[src/rtl/xss_pkg.sv]
package xss_pkg;

  typedef enum logic [2:0] {
    ST_IDLE,
    ST_CLEAR,
    ST_HOLD_A,
    ST_LOAD,
    ST_HOLD_B,
    ST_RELEASE,
    ST_SETTLE,
    ST_READY
  } xss_state_e;

  localparam logic SPD_FULL = 1'b0;
  localparam logic SPD_HIGH = 1'b1;

  // Settling wait after release, chosen by the freshly programmed speed.
  function automatic int unsigned settle_len(input logic spd,
                                             input int unsigned hs_cyc,
                                             input int unsigned fs_cyc);
    return (spd == SPD_HIGH) ? hs_cyc : fs_cyc;
  endfunction

  // A new sequence is wanted when the speed mismatches or reset is still held.
  function automatic logic need_seq(input logic req, input logic cur, input logic oor);
    return (req != cur) || !oor;
  endfunction

endpackage

[src/rtl/xss_hold_timer.sv]
module xss_hold_timer #(
  parameter int unsigned CW = 3
) (
  input  logic          clk,
  input  logic          rst_n,
  input  logic          load_i,
  input  logic [CW-1:0] len_i,
  output logic          expired_o
);

  logic [CW-1:0] cnt_q;

  // Loading N makes the following hold state last exactly N cycles.
  always_ff @(posedge clk) begin
    if (!rst_n) begin
      cnt_q <= '0;
    end else if (load_i) begin
      cnt_q <= len_i - CW'(1);
    end else if (cnt_q != '0) begin
      cnt_q <= cnt_q - CW'(1);
    end
  end

  assign expired_o = (cnt_q == '0);

endmodule

[src/rtl/xss_seq_ctrl.sv]
module xss_seq_ctrl
  import xss_pkg::*;
#(
  parameter int unsigned CW            = 3,
  parameter int unsigned HOLD_A_CYC    = 2,
  parameter int unsigned HOLD_B_CYC    = 2,
  parameter int unsigned HS_SETTLE_CYC = 2,
  parameter int unsigned FS_SETTLE_CYC = 6
) (
  input  logic          clk,
  input  logic          rst_n,
  input  logic          launch_i,
  input  logic          expired_i,
  input  logic          cur_speed_i,
  output logic          idle_o,
  output logic          ev_clear_o,
  output logic          ev_load_o,
  output logic          ev_release_o,
  output logic          ev_ready_o,
  output logic          tmr_load_o,
  output logic [CW-1:0] tmr_len_o
);

  xss_state_e state_q, state_d;

  always_ff @(posedge clk) begin
    if (!rst_n) state_q <= ST_IDLE;
    else        state_q <= state_d;
  end

  always_comb begin
    state_d    = state_q;
    tmr_load_o = 1'b0;
    tmr_len_o  = '0;
    unique case (state_q)
      ST_IDLE:    if (launch_i) state_d = ST_CLEAR;
      ST_CLEAR: begin
        state_d    = ST_HOLD_A;
        tmr_load_o = 1'b1;
        tmr_len_o  = CW'(HOLD_A_CYC);
      end
      ST_HOLD_A:  if (expired_i) state_d = ST_LOAD;
      ST_LOAD: begin
        state_d    = ST_HOLD_B;
        tmr_load_o = 1'b1;
        tmr_len_o  = CW'(HOLD_B_CYC);
      end
      ST_HOLD_B:  if (expired_i) state_d = ST_RELEASE;
      ST_RELEASE: begin
        state_d    = ST_SETTLE;
        tmr_load_o = 1'b1;
        tmr_len_o  = CW'(settle_len(cur_speed_i, HS_SETTLE_CYC, FS_SETTLE_CYC));
      end
      ST_SETTLE:  if (expired_i) state_d = ST_READY;
      ST_READY:   state_d = ST_IDLE;
      default:    state_d = ST_IDLE;
    endcase
  end

  assign idle_o       = (state_q == ST_IDLE);
  assign ev_clear_o   = (state_q == ST_CLEAR);
  assign ev_load_o    = (state_q == ST_LOAD);
  assign ev_release_o = (state_q == ST_RELEASE);
  assign ev_ready_o   = (state_q == ST_READY);

endmodule

[src/rtl/xss_flag_bank.sv]
module xss_flag_bank
  import xss_pkg::*;
(
  input  logic clk,
  input  logic rst_n,
  input  logic req_speed_i,
  input  logic ev_clear_i,
  input  logic ev_load_i,
  input  logic ev_release_i,
  input  logic ev_ready_i,
  output logic speed_o,
  output logic oor_o,
  output logic rdy_o
);

  always_ff @(posedge clk) begin
    if (!rst_n) begin
      speed_o <= SPD_FULL;
      oor_o   <= 1'b0;
      rdy_o   <= 1'b0;
    end else begin
      if (ev_clear_i) begin
        oor_o <= 1'b0;
        rdy_o <= 1'b0;
      end
      if (ev_load_i)    speed_o <= req_speed_i;
      if (ev_release_i) oor_o   <= 1'b1;
      if (ev_ready_i)   rdy_o   <= 1'b1;
    end
  end

endmodule

[src/rtl/xcvr_speed_seq.sv]
module xcvr_speed_seq
  import xss_pkg::*;
#(
  parameter int unsigned HOLD_A_CYC    = 2,
  parameter int unsigned HOLD_B_CYC    = 2,
  parameter int unsigned HS_SETTLE_CYC = 2,
  parameter int unsigned FS_SETTLE_CYC = 6
) (
  input  logic clk,
  input  logic rst_n,
  input  logic req_speed_i,
  output logic cur_speed_o,
  output logic out_of_reset_o,
  output logic dev_ready_o
);

  localparam int unsigned MAX_HOLD_AB = (HOLD_A_CYC > HOLD_B_CYC) ? HOLD_A_CYC : HOLD_B_CYC;
  localparam int unsigned MAX_SETTLE  = (HS_SETTLE_CYC > FS_SETTLE_CYC) ? HS_SETTLE_CYC : FS_SETTLE_CYC;
  localparam int unsigned MAX_HOLD    = (MAX_HOLD_AB > MAX_SETTLE) ? MAX_HOLD_AB : MAX_SETTLE;
  localparam int unsigned CW          = (MAX_HOLD < 2) ? 1 : $clog2(MAX_HOLD + 1);

  // Named internal events, visible to the bound checker.
  logic          seq_idle;
  logic          seq_launch;
  logic          ev_clear;
  logic          ev_load;
  logic          ev_release;
  logic          ev_ready;
  logic          tmr_load;
  logic [CW-1:0] tmr_len;
  logic          tmr_expired;

  assign seq_launch = seq_idle && need_seq(req_speed_i, cur_speed_o, out_of_reset_o);

  xss_seq_ctrl #(
    .CW           (CW),
    .HOLD_A_CYC   (HOLD_A_CYC),
    .HOLD_B_CYC   (HOLD_B_CYC),
    .HS_SETTLE_CYC(HS_SETTLE_CYC),
    .FS_SETTLE_CYC(FS_SETTLE_CYC)
  ) u_ctrl (
    .clk         (clk),
    .rst_n       (rst_n),
    .launch_i    (seq_launch),
    .expired_i   (tmr_expired),
    .cur_speed_i (cur_speed_o),
    .idle_o      (seq_idle),
    .ev_clear_o  (ev_clear),
    .ev_load_o   (ev_load),
    .ev_release_o(ev_release),
    .ev_ready_o  (ev_ready),
    .tmr_load_o  (tmr_load),
    .tmr_len_o   (tmr_len)
  );

  xss_hold_timer #(
    .CW(CW)
  ) u_timer (
    .clk      (clk),
    .rst_n    (rst_n),
    .load_i   (tmr_load),
    .len_i    (tmr_len),
    .expired_o(tmr_expired)
  );

  xss_flag_bank u_flags (
    .clk         (clk),
    .rst_n       (rst_n),
    .req_speed_i (req_speed_i),
    .ev_clear_i  (ev_clear),
    .ev_load_i   (ev_load),
    .ev_release_i(ev_release),
    .ev_ready_i  (ev_ready),
    .speed_o     (cur_speed_o),
    .oor_o       (out_of_reset_o),
    .rdy_o       (dev_ready_o)
  );

endmodule

[config.mk]
export PLATFORM = sky130hd
export DESIGN_NAME = xcvr_speed_seq
export DESIGN_NICKNAME = d
export VERILOG_FILES = /design/src/rtl/xss_pkg.sv /design/src/rtl/xss_hold_timer.sv /design/src/rtl/xss_seq_ctrl.sv /design/src/rtl/xss_flag_bank.sv /design/src/rtl/xcvr_speed_seq.sv
export SDC_FILE = /design/constraint.sdc
export NUM_CORES = 1
export LEC_CHECK = 0
export BUFFER_PORTS_ARGS = -buffer_cell sky130_fd_sc_hd__buf_2
export CELL_PAD_IN_SITES_DETAIL_PLACEMENT = 0
export CELL_PAD_IN_SITES_GLOBAL_PLACEMENT = 1
export CORE_ASPECT_RATIO = 0.9
export CORE_MARGIN = 4
export CORE_UTILIZATION = 30
export DETAILED_ROUTE_END_ITERATION = 7
export GPL_TIMING_DRIVEN = 0
export PLACE_DENSITY = 0.68
export SLEW_MARGIN = 20
export SYNTH_ARGS = -nofsm -noshare
export SYNTH_HDL_FRONTEND = slang
export SYNTH_SLANG_ARGS = --single-unit
[constraint.sdc]
create_clock -name clk -period 1.77 [get_ports clk]
set_clock_uncertainty 0.1 [all_clocks]
set_input_delay 0.2655 -clock clk [delete_from_list [all_inputs] [get_ports clk]]
set_output_delay 0.2655 -clock clk [all_outputs]
set_load 0.005 [all_outputs]
# Word level (Yosys, flattened, before mapping)

Cells that the tools add are included.

Logic and storage cells: 44
Register bits after elaboration: 9
Output and inout port bits: 3
Bits of input ports: 3

Multiplexer cells: 13
Equality and inequality tests: 12
Reduce and logical (&&, ||, !) cells: 12
Add/subtract/negate cells: 2

Operators by type and width:

| operator                                                                 | count |
|---|---|
| 3-bit case mux with 8 select lines                                       | 1 |
| 3-bit 2-to-1 mux                                                         | 7 |
| 3-bit equality test (second input constant)                              | 4 |
| 3-bit by 2-bit equality test with 1-bit output (second input constant)   | 2 |
| 3-bit logical NOT                                                        | 2 |
| 2-bit inequality test (second input constant)                            | 3 |
| 3-bit case mux with 2 select lines                                       | 1 |
| 2-bit nonzero test                                                       | 3 |
| 3-bit by 1-bit subtractor with 3-bit output (second input constant)      | 2 |
| 1-bit 2-to-1 mux                                                         | 4 |
| 4-bit AND reduction                                                      | 1 |
| 3-bit by 1-bit equality test with 1-bit output (second input constant)   | 1 |
| 3-bit nonzero test                                                       | 1 |
| 3-bit OR reduction                                                       | 1 |
| 2-bit by 1-bit inequality test with 1-bit output (second input constant) | 1 |
| 2-bit OR reduction                                                       | 1 |
| 1-bit logical AND                                                        | 1 |
| 1-bit logical NOT                                                        | 1 |
| 1-bit logical OR                                                         | 1 |
| 1-bit inequality test                                                    | 1 |

# Logic depth before layout (Yosys ltp)

Gate-level depths: netlist of the first run.

Word-level depth: 5
Depth in mapped cells: 8
Depth with buffers taken out: 7

# Hierarchy

A second synthesis of the first run with hierarchy kept.

Cells, all modules: 50
Area total of the unflattened synthesis: 481.7 um^2

Modules (own cells, without submodules):

| module         | cells each | area each (um^2) | instances |
|---|---|---|---|
| xss_seq_ctrl   | 24         | 193.9            | 1 |
| xss_hold_timer | 15         | 167.7            | 1 |
| xss_flag_bank  | 9          | 103.8            | 1 |
| xcvr_speed_seq | 2          | 16.3             | 1 |

# Worst setup path after synthesis of the first run

OpenSTA, ideal clock, no wires.

Path kind: register -> register
From: reg u_ctrl.state_q[0]
To: reg u_timer.cnt_q[2]
Stages on the path, launching flop included: 7
Path buffers: 0
Clock period less this slack: 1517 ps
Required time: 1545 ps
Arrival: 1292 ps
Setup time: 125 ps
Path slack: 253 ps
Path through: dfxtp_1 > ha_1 > nor2b_2 > nor3_1 > ha_1 > xnor2_1 > nor2_1

Longest elaborated chain between the ends: 5
Elaborated cells between the ends (all ways): 10

Ends and longest elaborated chain:

| item                                                                                                                    | RTL line             | source |
|---|---|---|
| start: declaration                                                                                                      | xss_seq_ctrl.sv:24   | `xss_state_e state_q, state_d;` |
| start signal: assignment                                                                                                | xss_seq_ctrl.sv:28   | `else state_q <= state_d;` |
| 3-bit by 1-bit equality test with 1-bit output / 3-bit by 2-bit equality test with 1-bit output (equally long branches) | xss_seq_ctrl.sv:35   | `unique case (state_q)` |
| 2-bit OR reduction (no line)                                                                                            | --                   |  |
| 3-bit case mux with 2 select lines                                                                                      | xss_seq_ctrl.sv:35   |  |
| 3-bit by 1-bit subtractor with 3-bit output                                                                             | xss_hold_timer.sv:18 | `cnt_q <= len_i - CW'(1);` |
| 3-bit 2-to-1 mux                                                                                                        | xss_hold_timer.sv:17 | `end else if (load_i) begin` |
| end signal: assignment                                                                                                  | xss_hold_timer.sv:18 |  |
| end signal: assignment                                                                                                  | xss_hold_timer.sv:20 | `cnt_q <= cnt_q - CW'(1);` |
| end: declaration                                                                                                        | xss_hold_timer.sv:11 | `logic [CW-1:0] cnt_q;` |

Parallel ways exist; a longest one is shown, timed or not.
A chain may end at the register's enable or synchronous reset.

# Worst setup path in the final report of the first run

From: reg u_ctrl.state_q[1]
To: reg u_timer.cnt_q[2]

Same word-level chain as after synthesis.

==> key figures, run 1 <==
Detailed routing
  • M1 wire length: 524 µm
  • Metal2 WL: 370 µm
  • Routed vias: ~410
  • Top layer in use: met4
  • WL/cell: 10.7 µm
  • Vias per cell: around 4.6
  • # DRC: 0
  • Final wirelength: 964 µm
  • DRT Pass-1 Iters: 2
  • 1st-iter DRT viols: 7
  • Routed wire length on met3: 31 µm
  • Antenna Violating Nets Remaining: 0

Cells and area
  • Post-Route Utilization: 36.9%
  • Fin area: 621 µm²
  • Layout cells sized above 1: 19.7%
  • Synthesis-to-layout area growth: 16.7%
  • NumNets Final: 76
  • Antenna diodes: 0

Clock network
  • Sink Count: 9
  • Clock slew at reported path FFs: 70 ps
  • Clock latency at the later pin of the worst-skew pair: 260 ps
  • Setup Buffers After CTS: 0
  • Root buffer selected by CTS: clkbuf_4
  • CTS Buffer Depth: 2
  • # H-tree levels: 1
  • CTS tree: done
  • Num CTS Buffers: 3

STA
  • Fin. Hold Viols: 0
  • Period utilization: between 90% and 100%
  • RSZ-0062 raised after global routing: false
  • # setup viols final: 0
  • Worst hold slack: 191 ps
  • Min cycle time layout: around 1600 ps
  • Maximum achievable frequency: between 0.6 and 0.7 GHz
  • Worst slew pin tran: 373 ps
  • Setup TNS: 0 ps
  • Slew HR: 75.1%
  • Slew Viols, Final: 0

Yosys
  • Post-synthesis register bit count: 9
  • Most used flip-flop cell after synthesis: dfxtp_1
  • Distinct cells, synth: 26
  • Async set-reset flop share out of synthesis: 0%
  • Synth area leader: dfxtp_1
  • Yosys warnings: 0
  • Post-synth top area share: 33.9%
  • Post-Syn Nets: 67
  • Top cells by count, synth: 9 x dfxtp_1, 7 x nor2_1, 6 x ha_1
  • Synth area leaders: dfxtp_1 34%, ha_1 14%, o32ai_4 5.2%
  • Syn avg cell area: 9.17 µm²
  • Post-synth EDFFs: 0
  • Post-Syn Instances: 58
  • Register area share after synthesis: 33.9%
  • Synthesized area: about 530 µm²
  • Cell with the most instances after synthesis: dfxtp_1

Placed design
  • Hpwl dp: 711 µm
  • GPL Wtd Cong: 0.695
  • DP Area: 582 µm²
  • I/O Buffers: 4

Setup path
  • Data arrival, critical path: 1670 ps
  • CP required: 1820 ps
  • Endpoint class of the critical path: flop
  • Setup CP Type: flop to flop
  • CP startpoint: u_ctrl.state_q[1]
  • Reg2reg start: u_ctrl.state_q[1]
  • Critical Path Max Stage Delay: 350 ps
  • Crit-path cells: inv_1, ha_1, buf_2, nor2_1, nand2_1, ha_1, xnor2_1, nor2_1
  • Critical Path Fanout Max: 9
  • Worst path slowest cell: dfxtp_2
  • Critical Path Source Type: flop

Die
  • Die footprint: 2510 µm²
  • Initial Util: between 30% and 40%
  • Core Region: 1680 µm²
  • IO Pins: 6
  • Chip height: 47.9 µm
  • Chip width: between 50 and 60 µm
  • Site Rows: 14

Worst hold path
  • Worst hold start: req_speed_i
  • Worst hold-check path type: input pin to flop

GRT
  • Overflow after GRT: 0
  • GRT Overall Usage: 9.71%
  • Initial antenna violation count: 0
  • First-pass GRT wire length: 1.70 mm
  • Vias in the first global route: 376
  • Pin count of the biggest net entering global routing: 10

Pwr
  • Tot Pwr: 886 µW
  • Worst vdd ir: 0.693 mV
  • PwrDens: 1430 nW/µm²
  • Leak: between 0.2 and 0.25 nW

Run
  • MaxCap Viol Count: 0

Status
  • Status: finished, final reports clean
==> report_power, final <==
part	switching [mW]	internal (mW)	total, mW
combinational	0.203	0.189	0.392
clock	0.0802	0.0871	0.167
sequential	0.0671	0.260	0.327
==> per-layer routing <==
layer | vias to the layer above | track usage (%)
li1 | 216 | -
met1 | 182 | 12.5
met2 | 9 | 13.6
met3 | 4 | 1.87
met4 | 0 | 9.18
met5 | - | 0
==> state kept, by name, indices dropped and copies added (netlist names) <==
| signal | flops |
|---|---|
| u_flags.oor_o | 1 |
| u_ctrl.state_q | 3 |
| u_flags.speed_o | 1 |
| u_timer.cnt_q | 3 |
| u_flags.rdy_o | 1 |
==> repair_timing <==
item / in CTS / in global routing
hold buffers: 0 / 0
endpoints found under the setup margin: 0 / 3
resized for setup: 0 / 3
==> worst paths after layout <==
| check | to | slack (ps) | depth (start not counted) |
|---|---|---|---|
| hold / removal | u_flags.speed_o | 190 | 3 |
| hold reg to reg | u_ctrl.state_q[1] | 390 | 2 |
| setup reg to reg | u_timer.cnt_q[2] | 140 | 8 |
| setup / recovery | u_timer.cnt_q[2] | 140 | 8 |
==> per-stage QoR <==
step	std cells	worst slack (ps)
after floorplan	58	253
after CTS	90	76.1
after detailed placement	86	77.7
final	90	142
after global placement	86	92.9
after global routing	90	34.7
==> cell usage in the layout, fill, tap and decap left out, drive strengths merged, types with 3 or more instances in the layout <==
cell    instances
dfxtp           9
o21ai           3
clkbuf          5
ha              6
nand2           5
nor3            3
a21boi          3
buf             5
nor2            7
inv             3
==> worst max-delay path: cells and delay by family (launching register included) <==
family | cells | cell delay, ps
xor gates and xnor gates | 1 | 150
adders and majority gates | 2 | 370
buffers and inverters | 2 | 250
DFF | 1 | 350
and+or+nand+nor | 3 | 290
==> logic make-up after synthesis <==
kind of cell | share of synthesized area, %
mux | 3.76
buf+inv | 3.76
compound gates | 18.8
simple gates | 22.4
xor+xnor | 3.29
flops | 33.9
fa+ha+maj | 14.1
==> layout make-up <==
cell class	count	area (µm²)
plain buffers	2	8.76
fillers	191	1060
inverters	3	11.3
well taps	24	30.0
multi-input cells	44	343
clock buffers	4	26.3
flip-flops and latches	9	181
repair buffers	4	20.0
No activity file was read; power rests on OpenSTA's default activity.
==> run 2, diff against run 1 <==
--- a/config.mk
+++ b/config.mk
@@ -5,15 +5,15 @@
 export SDC_FILE = /design/constraint.sdc
 export NUM_CORES = 1
 export LEC_CHECK = 0
-export BUFFER_PORTS_ARGS = -buffer_cell sky130_fd_sc_hd__buf_2
 export CELL_PAD_IN_SITES_DETAIL_PLACEMENT = 0
 export CELL_PAD_IN_SITES_GLOBAL_PLACEMENT = 1
 export CORE_ASPECT_RATIO = 0.9
 export CORE_MARGIN = 4
 export CORE_UTILIZATION = 30
 export DETAILED_ROUTE_END_ITERATION = 7
+export DONT_BUFFER_PORTS = 1
 export GPL_TIMING_DRIVEN = 0
-export PLACE_DENSITY = 0.68
+export PLACE_DENSITY = 0.57
 export SLEW_MARGIN = 20
 export SYNTH_ARGS = -nofsm -noshare
 export SYNTH_HDL_FRONTEND = slang
==> run 2 against run 1 <==
- register-to-register slack hardly changed
- critical endpoint unchanged
- maximum frequency increased by 0.19%
- sequential cell count did not move
- worst setup slack gained 3.1 ps
- combinational power is 1% higher
- cell area shrank 3.2%
- highest routed layer unchanged
- sequential power about the same
- via count fell by 4.1%
- utilization decreased by 1.2 points
==> key figures, run 2 (synthesis gave the netlist of run 1 again) <==
Status
  • Status: finished, final reports clean

Cells and area
  • Filler cell count: 195 (+2.1%)
  • Largest regs: u_ctrl.state_q: 3 flops, u_timer.cnt_q: 3 flops
  • Layout cells sized above 1: 14.5% (-5.2 points)
  • Post-Route Utilization: 35.7% (-1.2 points)
  • Fin area: 601 µm² (-3.2%)
  • Fin cells: 86 (-4.4%)
  • Synthesis-to-layout area growth: 12.9%
  • Most frequent cells in the layout: 8 x dfxtp_1, 7 x nor2_1, 6 x ha_1
  • Antenna diodes: 0 (unchanged)
  • Most common cell after layout, fill and taps aside: dfxtp_1
  • NumNets Final: 72 (-5.3%)

Pwr
  • Tot Pwr: 894 µW (+0.92%)
  • Worst vdd ir: 0.659 mV (-5.0%)
  • Leak: 0.227 nW (-8.3%)
  • PwrDens: 1490 nW/µm² (+4.3%)

Detailed routing
  • 1st-iter DRT viols: 8 (+1)
  • Antenna Violating Nets Remaining: 0 (unchanged)
  • WL/cell: 12.0 µm (+12%)
  • # DRC: 0 (unchanged)
  • Vias per cell: 4.58 (+0.32%)
  • Routed vias: 394 (-4.1%)
  • DRT Pass-1 Iters: 2 (unchanged)
  • Final wirelength: 1.03 mm (+6.8%)

STA
  • Worst slew pin tran: 358 ps (-15.4 ps)
  • Min cycle time layout: 1620 ps (-3.07 ps)
  • Slew HR: 76.2% (+1.0 points)
  • Maximum achievable frequency: 0.615 GHz (+0.19%)
  • Slew Viols, Final: 0 (unchanged)
  • Period utilization: 91.8% (-0.17 points)
  • RSZ-0062 raised after global routing: false
  • Worst hold slack: 65.3 ps (-126 ps)
  • Fin. Hold Viols: 0 (unchanged)
  • Setup TNS: 0 ps (unchanged)
  • # setup viols final: 0 (unchanged)
  • Fin worst setup slack: 145 ps (+3.07 ps)

Die
  • Site Rows: 14 (unchanged)
  • Initial Util: 31.6% (unchanged)
  • Die footprint: 2510 µm² (unchanged)
  • IO Pins: 6 (unchanged)
  • Chip height: 47.9 µm (unchanged)
  • Chip width: 52.4 µm (unchanged)
  • Core Region: 1680 µm² (unchanged)

Setup path
  • Critical Path Fanout Max: 5 (-4)
  • CP required: 1830 ps (about the same)
  • Data arrival, critical path: 1680 ps (about the same)
  • Critical Path Source Type: flop
  • Setup CP Type: flop to flop
  • Endpoint class of the critical path: flop

Clock network
  • # H-tree levels: 1 (unchanged)
  • CTS tree: done
  • Clock latency at the later pin of the worst-skew pair: 270 ps (about the same)
  • Sink Count: 9 (unchanged)
  • Hold Buf Count CTS: 0 (unchanged)
  • Clock slew at reported path FFs: 70 ps (about the same)
  • Root buffer selected by CTS: clkbuf_4
  • Num CTS Buffers: 3 (unchanged)
  • CTS Buffer Depth: 2 (unchanged)
  • Setup Buffers After CTS: 0 (unchanged)

GRT
  • Overflow after GRT: 0 (unchanged)
  • First-pass GRT wire length: 1.79 mm (+4.9%)
  • Pin count of the biggest net entering global routing: 10 (unchanged)
  • Vias in the first global route: 382 (+1.6%)
  • Initial antenna violation count: 0 (unchanged)
  • GRT Overall Usage: 10.6% (+0.87 points)

Placed design
  • DP Area: 562 µm² (-3.4%)
  • Inst Count DP: 82 (-4.7%)
  • Post-Place Setup Slack: 85.9 ps (+8.15 ps)
  • I/O Buffers: 0 (-4)
  • GPL Wtd Cong: 0.662 (-4.8%)

Worst hold path
  • Worst hold-check path type: input pin to flop

Run
  • MaxCap Viol Count: 0 (unchanged)
==> run 2: cell count changes in the layout (fill, tap and decap cells not counted) <==
cell,before,now
buf_2,5,1
==> run 2: path summary, 6_finish.rpt <==
kind | from | endpoint | slack [ps] | cells past startpoint
setup reg to reg | u_ctrl.state_q[0] | u_timer.cnt_q[2] | 150 | 7
setup / recovery | u_ctrl.state_q[0] | u_timer.cnt_q[2] | 150 | 7
hold / removal | req_speed_i | u_flags.speed_o | 70 | 2
hold reg to reg | u_ctrl.state_q[1] | u_ctrl.state_q[1] | 380 | 2
==> run 2: metal layers <==
layer  wire, µm  GRT usage (%)
met2        379           12.9
met5          0              0
met4         35           12.2
met3         52           2.18
met1        563           14.2
==> run 2: cell type report <==
class / instances / area (µm²) / area share, %
Clock buffer: 4 / 26.3 / 4.38
Buffer: 2 / 8.76 / 1.46
Multi-Input combinational cell: 44 / 343 / 57.1
Sequential cell: 9 / 181 / 30.2
Inverter: 3 / 11.3 / 1.88
Tap cell: 24 / 30.0 / 5.00
==> run 2: where the power goes <==
part / internal (mW) / switching [mW]
Clock: 0.0873 / 0.0831
Sequential: 0.260 / 0.0682
Combinational: 0.187 / 0.209
==> run 2: what timing repair did <==
item | CTS | global route
endpoints found under the setup margin | 0 | 3
hold endpoints to repair | 0 | 0
gates resized for setup | 0 | 3
==> run 2: worst max-delay path, cell delays in order, from the launching register on <==
cell and delay (ps):
dfxtp_1 420, ha_1 250, nor2b_4 260, nor2_1 80
nand2_1 90, ha_1 160, xnor2_1 110, nor2_1 50
